**src/rtl/vsc_pkg.sv**
```systemverilog
package vsc_pkg;

  typedef enum logic [1:0] {
    SRC_BLANK  = 2'd0,
    SRC_STREAM = 2'd1,
    SRC_RAMP   = 2'd2,
    SRC_SOLID  = 2'd3
  } src_sel_e;

  localparam int ADDR_W = 3;
  localparam int CTRL_W = 3;
  localparam int N_STAT = 5;
  localparam int ST_UNDER = 4;

  localparam logic [ADDR_W-1:0] RA_CTRL  = 3'd0;
  localparam logic [ADDR_W-1:0] RA_SRC   = 3'd1;
  localparam logic [ADDR_W-1:0] RA_SOLID = 3'd2;
  localparam logic [ADDR_W-1:0] RA_HI    = 3'd3;
  localparam logic [ADDR_W-1:0] RA_LO    = 3'd4;
  localparam logic [ADDR_W-1:0] RA_STAT  = 3'd5;

endpackage

```
**src/rtl/vsc_regs.sv**
```systemverilog
module vsc_regs
  import vsc_pkg::*;
#(
  parameter int PIX_W = 24,
  parameter int REG_W = 25
) (
  input  logic                clk,
  input  logic                rst_n,
  input  logic                we,
  input  logic [ADDR_W-1:0]   addr,
  input  logic [REG_W-1:0]    wdata,
  input  logic [N_STAT-1:0]   ev,
  output logic [REG_W-1:0]    rdata,
  output logic [CTRL_W-1:0]   ctrl,
  output src_sel_e            src,
  output logic [PIX_W-1:0]    solid,
  output logic [PIX_W-1:0]    hi,
  output logic [PIX_W-1:0]    lo,
  output logic [N_STAT-1:0]   stat
);

  logic [CTRL_W-1:0] ctrl_q, ctrl_d;
  src_sel_e          src_q, src_d;
  logic [REG_W-1:0]  solid_q, solid_d;
  logic [PIX_W-1:0]  hi_q, hi_d;
  logic [PIX_W-1:0]  lo_q, lo_d;
  logic [N_STAT-1:0] stat_q, stat_d;
  logic [N_STAT-1:0] clr;
  logic en_ctrl, en_src, en_solid, en_hi, en_lo;

  always_comb begin
    en_ctrl  = we && (addr == RA_CTRL);
    en_src   = we && (addr == RA_SRC);
    en_solid = we && (addr == RA_SOLID);
    en_hi    = we && (addr == RA_HI);
    en_lo    = we && (addr == RA_LO);
    ctrl_d   = wdata[CTRL_W-1:0];
    src_d    = src_sel_e'(wdata[1:0]);
    solid_d  = wdata;
    hi_d     = wdata[PIX_W-1:0];
    lo_d     = wdata[PIX_W-1:0];
    clr      = (we && (addr == RA_STAT)) ? wdata[N_STAT-1:0] : '0;
    stat_d   = (stat_q & ~clr) | ev;
  end

  always_ff @(posedge clk or negedge rst_n) begin
    if (!rst_n) begin
      ctrl_q  <= '0;
      src_q   <= SRC_BLANK;
      solid_q <= '0;
      hi_q    <= '1;
      lo_q    <= '0;
      stat_q  <= '0;
    end else begin
      if (en_ctrl)  ctrl_q  <= ctrl_d;
      if (en_src)   src_q   <= src_d;
      if (en_solid) solid_q <= solid_d;
      if (en_hi)    hi_q    <= hi_d;
      if (en_lo)    lo_q    <= lo_d;
      stat_q <= stat_d;
    end
  end

  always_comb begin
    rdata = '0;
    case (addr)
      RA_CTRL:  rdata[CTRL_W-1:0] = ctrl_q;
      RA_SRC:   rdata[1:0]        = src_q;
      RA_SOLID: rdata             = solid_q;
      RA_HI:    rdata[PIX_W-1:0]  = hi_q;
      RA_LO:    rdata[PIX_W-1:0]  = lo_q;
      RA_STAT:  rdata[N_STAT-1:0] = stat_q;
      default:  rdata             = '0;
    endcase
  end

  assign ctrl  = ctrl_q;
  assign src   = src_q;
  assign solid = solid_q[PIX_W-1:0];
  assign hi    = hi_q;
  assign lo    = lo_q;
  assign stat  = stat_q;

endmodule

```
**src/rtl/vsc_xcount.sv**
```systemverilog
module vsc_xcount #(
  parameter int XCNT_W = 12,
  parameter int OUT_W  = 8
) (
  input  logic             clk,
  input  logic             rst_n,
  input  logic             de,
  output logic [OUT_W-1:0] x
);

  logic [XCNT_W-1:0] x_q, x_d;

  always_comb begin
    x_d = de ? (x_q + XCNT_W'(1)) : '0;
  end

  always_ff @(posedge clk or negedge rst_n) begin
    if (!rst_n) x_q <= '0;
    else        x_q <= x_d;
  end

  assign x = x_q[OUT_W-1:0];

endmodule

```
**src/rtl/vsc_clamp.sv**
```systemverilog
module vsc_clamp #(
  parameter int COMP_W = 8
) (
  input  logic [COMP_W-1:0] c,
  input  logic [COMP_W-1:0] lo,
  input  logic [COMP_W-1:0] hi,
  output logic [COMP_W-1:0] y
);

  logic [COMP_W-1:0] capped;

  always_comb begin
    capped = (c > hi) ? hi : c;
    y      = (capped < lo) ? lo : capped;
  end

endmodule

```
**src/rtl/vsc_pix.sv**
```systemverilog
module vsc_pix
  import vsc_pkg::*;
#(
  parameter int COMP_W = 8,
  parameter int NCOMP  = 3,
  parameter int PIX_W  = COMP_W * NCOMP
) (
  input  logic              clk,
  input  logic              rst_n,
  input  logic              de,
  input  logic              valid,
  input  logic [PIX_W-1:0]  din,
  input  src_sel_e          src,
  input  logic [PIX_W-1:0]  solid,
  input  logic [COMP_W-1:0] ramp,
  input  logic [PIX_W-1:0]  lo,
  input  logic [PIX_W-1:0]  hi,
  output logic              underflow,
  output logic              out_de,
  output logic [PIX_W-1:0]  out_data
);

  logic [PIX_W-1:0] raw, clip, pix_d, pix_q;
  logic             de_q;

  always_comb begin
    case (src)
      SRC_BLANK:  raw = '0;
      SRC_STREAM: raw = valid ? din : '0;
      SRC_RAMP:   raw = {NCOMP{ramp}};
      SRC_SOLID:  raw = solid;
      default:    raw = '0;
    endcase
    underflow = de && (src == SRC_STREAM) && !valid;
  end

  for (genvar k = 0; k < NCOMP; k++) begin : g_lane
    vsc_clamp #(.COMP_W(COMP_W)) u_clamp (
      .c  (raw[k*COMP_W +: COMP_W]),
      .lo (lo[k*COMP_W +: COMP_W]),
      .hi (hi[k*COMP_W +: COMP_W]),
      .y  (clip[k*COMP_W +: COMP_W])
    );
  end

  always_comb begin
    pix_d = de ? clip : '0;
  end

  always_ff @(posedge clk or negedge rst_n) begin
    if (!rst_n) begin
      de_q  <= 1'b0;
      pix_q <= '0;
    end else begin
      de_q  <= de;
      pix_q <= pix_d;
    end
  end

  assign out_de   = de_q;
  assign out_data = pix_q;

endmodule

```
**src/rtl/vid_src_clip.sv**
```systemverilog
module vid_src_clip
  import vsc_pkg::*;
#(
  parameter int COMP_W = 8,
  parameter int NCOMP  = 3,
  parameter int XCNT_W = 12,
  localparam int PIX_W = COMP_W * NCOMP,
  localparam int REG_W = PIX_W + 1
) (
  input  logic              clk,
  input  logic              rst_n,
  input  logic              cfg_we,
  input  logic [ADDR_W-1:0] cfg_addr,
  input  logic [REG_W-1:0]  cfg_wdata,
  output logic [REG_W-1:0]  cfg_rdata,
  input  logic              pix_de,
  input  logic              pix_valid,
  input  logic [PIX_W-1:0]  pix_data,
  input  logic              err_ovf,
  input  logic              err_bus,
  input  logic              err_in_sync,
  input  logic              err_out_sync,
  output logic              out_de,
  output logic [PIX_W-1:0]  out_data,
  output logic              csc_bypass,
  output logic              full_range,
  output logic              subsamp_bypass
);

  logic [CTRL_W-1:0] ctrl_w;
  src_sel_e          src_w;
  logic [PIX_W-1:0]  solid_w, hi_w, lo_w;
  logic [N_STAT-1:0] stat_w, ev_w;
  logic [COMP_W-1:0] ramp_w;
  logic              under_w;

  assign ev_w = {under_w, err_ovf, err_bus, err_in_sync, err_out_sync};

  vsc_regs #(.PIX_W(PIX_W), .REG_W(REG_W)) u_regs (
    .clk   (clk),
    .rst_n (rst_n),
    .we    (cfg_we),
    .addr  (cfg_addr),
    .wdata (cfg_wdata),
    .ev    (ev_w),
    .rdata (cfg_rdata),
    .ctrl  (ctrl_w),
    .src   (src_w),
    .solid (solid_w),
    .hi    (hi_w),
    .lo    (lo_w),
    .stat  (stat_w)
  );

  vsc_xcount #(.XCNT_W(XCNT_W), .OUT_W(COMP_W)) u_xcnt (
    .clk   (clk),
    .rst_n (rst_n),
    .de    (pix_de),
    .x     (ramp_w)
  );

  vsc_pix #(.COMP_W(COMP_W), .NCOMP(NCOMP)) u_pix (
    .clk       (clk),
    .rst_n     (rst_n),
    .de        (pix_de),
    .valid     (pix_valid),
    .din       (pix_data),
    .src       (src_w),
    .solid     (solid_w),
    .ramp      (ramp_w),
    .lo        (lo_w),
    .hi        (hi_w),
    .underflow (under_w),
    .out_de    (out_de),
    .out_data  (out_data)
  );

  assign csc_bypass     = ctrl_w[0];
  assign full_range     = ctrl_w[1];
  assign subsamp_bypass = ctrl_w[2];

endmodule

```
**config.mk**
```make
export PLATFORM = sky130hd
export DESIGN_NAME = vid_src_clip
export DESIGN_NICKNAME = d
export VERILOG_FILES = /design/src/rtl/vsc_pkg.sv /design/src/rtl/vsc_regs.sv /design/src/rtl/vsc_xcount.sv /design/src/rtl/vsc_clamp.sv /design/src/rtl/vsc_pix.sv /design/src/rtl/vid_src_clip.sv
export SDC_FILE = /design/constraint.sdc
export NUM_CORES = 1
export LEC_CHECK = 0
export BUFFER_PORTS_ARGS = -buffer_cell sky130_fd_sc_hd__buf_2
export CAP_MARGIN = 20
export CORE_MARGIN = 2
export CORE_UTILIZATION = 64
export CTS_BUF_LIST = sky130_fd_sc_hd__clkbuf_2 sky130_fd_sc_hd__clkbuf_4 sky130_fd_sc_hd__clkbuf_8
export CTS_CLUSTER_DIAMETER = 30
export DETAILED_ROUTE_END_ITERATION = 12
export PLACE_DENSITY = 0.89
export SYNTH_ARGS = -nofsm -noshare
export SYNTH_HDL_FRONTEND = slang
export SYNTH_SLANG_ARGS = --single-unit
```
**constraint.sdc**
```tcl
create_clock -name clk -period 7.55 [get_ports clk]
set_clock_uncertainty 0.1 [all_clocks]
set_input_delay 1.51 -clock clk [delete_from_list [all_inputs] [get_ports clk]]
set_output_delay 1.51 -clock clk [all_outputs]
set_load 0.1 [all_outputs]
```
==> results_dict.tcl <==
set metrics [dict create \
    io_buffers 113 \
    r2r-start "u_regs.src[1]" \
    yosysWarnings 0 \
    hpwl_mm 14.4 \
    core-area_um2 11000 \
    hold_viol_final 0 \
    post-route-period-util_pct 81.6 \
    routed_wl_mm 21.3 \
    maxSlewHeadroom_pct 32.5 \
    yosysMostFrequentCell "nand2_1" \
    cts_buffer_depth 2 \
    end_kind "flop" \
    n_fill_cell 748 \
    cp.arrival_ns 6.40 \
    cts_tree "done" \
    drc 0 \
    worst_pin_slew_ns 1.01 \
    synth_flop_cell "dfrtp_1" \
    hp-start "u_xcnt.x_q[0]" \
    yosysSeqAreaShare_pct 40.2 \
    die_y_um 111 \
    leakagePower_nw 3.96 \
    post_cts_buffers 0 \
    tns_ns 0 \
    hold_slack_ns 0.386 \
    min_to "u_xcnt.x_q[0]" \
    vias 6516 \
    fin_util_pct 76.1 \
    insertion_delay_ns 0.45 \
    ys_ff_latch 116 \
    peakVddDrop_mv 0.253 \
    ff2ff_path_depth 17 \
    p_per_area_nw_per_um2 365 \
    crit_path_start_kind "primary input" \
    fin_crit_ns 6.16 \
    worstHoldPathCells 1 \
    clock_sinks 116 \
    syn_area_um2 7290 \
    first_global_vias 6647 \
    routedWlPerCell_um 21.5 \
    num_rows 38 \
    postSynthAreaPerCell_um2 9.86 \
    crit_type "in2reg" \
    io_pins 114 \
    stdcell_count 991 \
    status "complete, no violations" \
    clk_pin_slew_ns 0.07 \
    rsz0062_at_grt "false" \
    diodes 0 \
    synth_area_leaders "dfrtp_1 (32%), mux2_2 (9.9%), dfstp_2 (8.6%)" \
    area_delta_synth_final_pct 14.6 \
    synth_edf_count 0 \
    cts_resized 0 \
    htree_levels 4 \
    cts-buffers-inserted 17 \
    grt_pass1_wl_mm 33.8 \
    cts-root-buf "clkbuf_8" \
    post_synth_num_cell_types 64 \
    overflow 0 \
    crit_required_ns 7.80 \
    drive_above_1_share_pct 31.7 \
    syn-num-nets 848 \
    hold_buffers 0 \
    r2r_end "u_pix.out_data[13]" \
    maxSlewViolCount 0 \
    cap_violations 0 \
    antenna_found_initial 0 \
    die_w_um 111 \
    ant_nets 0 \
    fin_nets 946 \
    hold_path_class "reg2reg" \
    track_usage_pct 34.8 \
    path_max_fanout 17 \
    viasPerCell 6.58 \
    syn_inst 740 \
    grt_max_degree 84 \
    synthTopCellsByCount "nand2_1 (96), dfrtp_1 (92), mux2_2 (64)" \
    start_util_pct 66.4 \
    yosys.area.top_type "dfrtp_1" \
    place_inst 958 \
    synthArstFlopShare_pct 100 \
    first_pass_iters 6 \
    yosysTopAreaCellShare_pct 31.6 \
    die_area_um2 12300 \
    r2r_slack_ns 1.93 \
    drtIter0Drc 696 \
    gp_congestion 0.923 \
    timing.fmax_mhz 162 \
    setup_viol_count_final 0 \
]
==> through the flow <==
stage	setup slack (ns)	cell area, um^2	total power, mW
finish	1.39	8360	3.05
detailed placement	1.07	7880	2.35
floorplan	1.37	7290	2.06
global placement	1.25	7880	2.30
CTS	1.51	8330	3.02
global route	0.976	8360	3.18
==> state kept, by name (all words and copies together), names as in the netlist <==
signal and cells:
u_regs.stat 5, u_regs.lo 24, u_regs.ctrl 3, u_regs.src 2, u_pix.out_de 1, u_regs.hi 24
u_xcnt.x_q 8, u_regs.solid_q 25, u_pix.out_data 24
==> layer usage <==
layer / global-route usage (%) / share of wire (%) / vias up
li1: - / - / 2900
met1: 44.6 / 40 / 3163
met2: 56.2 / 48 / 386
met3: 9.57 / 9.1 / 67
met4: 14.1 / 2.7 / 0
met5: 0 / 0 / -
==> cell type report <==
type	instances	area [um^2]	share of cell area [%]
well taps	140	175	2.10
clock inverters	9	149	1.78
inverters	57	214	2.56
flip-flops and latches	116	2930	35.1
repair buffers	122	656	7.85
multi-input cells	524	3930	47.0
clock buffers	23	304	3.64
==> power breakdown <==
group / internal, mW / switching, mW
clock network: 0.401 / 0.263
registers: 0.784 / 0.114
logic: 0.446 / 1.04
==> how the worst max path moves through the flow <==
stage,slack [ns],from,to
after global placement,1.25,pix_valid,u_pix.out_data[15]
after floorplan,1.37,cfg_addr[2],cfg_rdata[10]
after detailed placement,1.07,pix_valid,u_pix.out_data[13]
after CTS,1.51,pix_valid,u_pix.out_data[13]
final,1.39,pix_valid,u_pix.out_data[13]
after global routing,0.98,pix_valid,u_pix.out_data[13]
==> layout by cell type, fill, tap and decap left out, types with 6 or more instances in the layout <==
cell type,instances
o211ai_1,20
a21oi_1,27
o21a_1,12
dfrtp_1,92
mux2_2,64
buf_2,112
o21ai_0,60
a31o_2,7
buf_4,9
mux2i_1,17
a22oi_1,30
clkbuf_8,21
nand4_1,6
nand2_1,96
a31oi_1,9
a22o_1,15
a311oi_1,7
inv_1,57
a21boi_0,7
dfstp_2,24
ha_1,47
a21o_1,9
nor2_1,14
==> logic make-up (layout without fill, tap and decap cells) <==
group	count (synthesis)	after routing	share of synthesized area [%]
flops	116	116	40.2
simple gates	154	154	9.83
compound gates	236	236	22.8
xor+xnor	6	6	0.721
mux	81	81	12.2
fa+ha+maj	47	47	8.06
buf+inv	100	211	6.14
==> critical path, stage by stage <==
cell,delay [ns]
buf_2,0.11
nor2b_1,0.41
buf_4,0.35
a22oi_1,0.11
o21ai_0,0.24
ha_1,0.21
o21ai_0,0.10
o211ai_1,0.17
o21ai_0,0.22
nor2_1,0.55
mux2_2,0.43
ha_1,0.30
a211oi_1,0.24
nor2_1,0.09
a211oi_2,0.27
nand4bb_1,0.36
and3_1,0.43
a31o_2,0.29
Power figures use the tool's default switching activity.
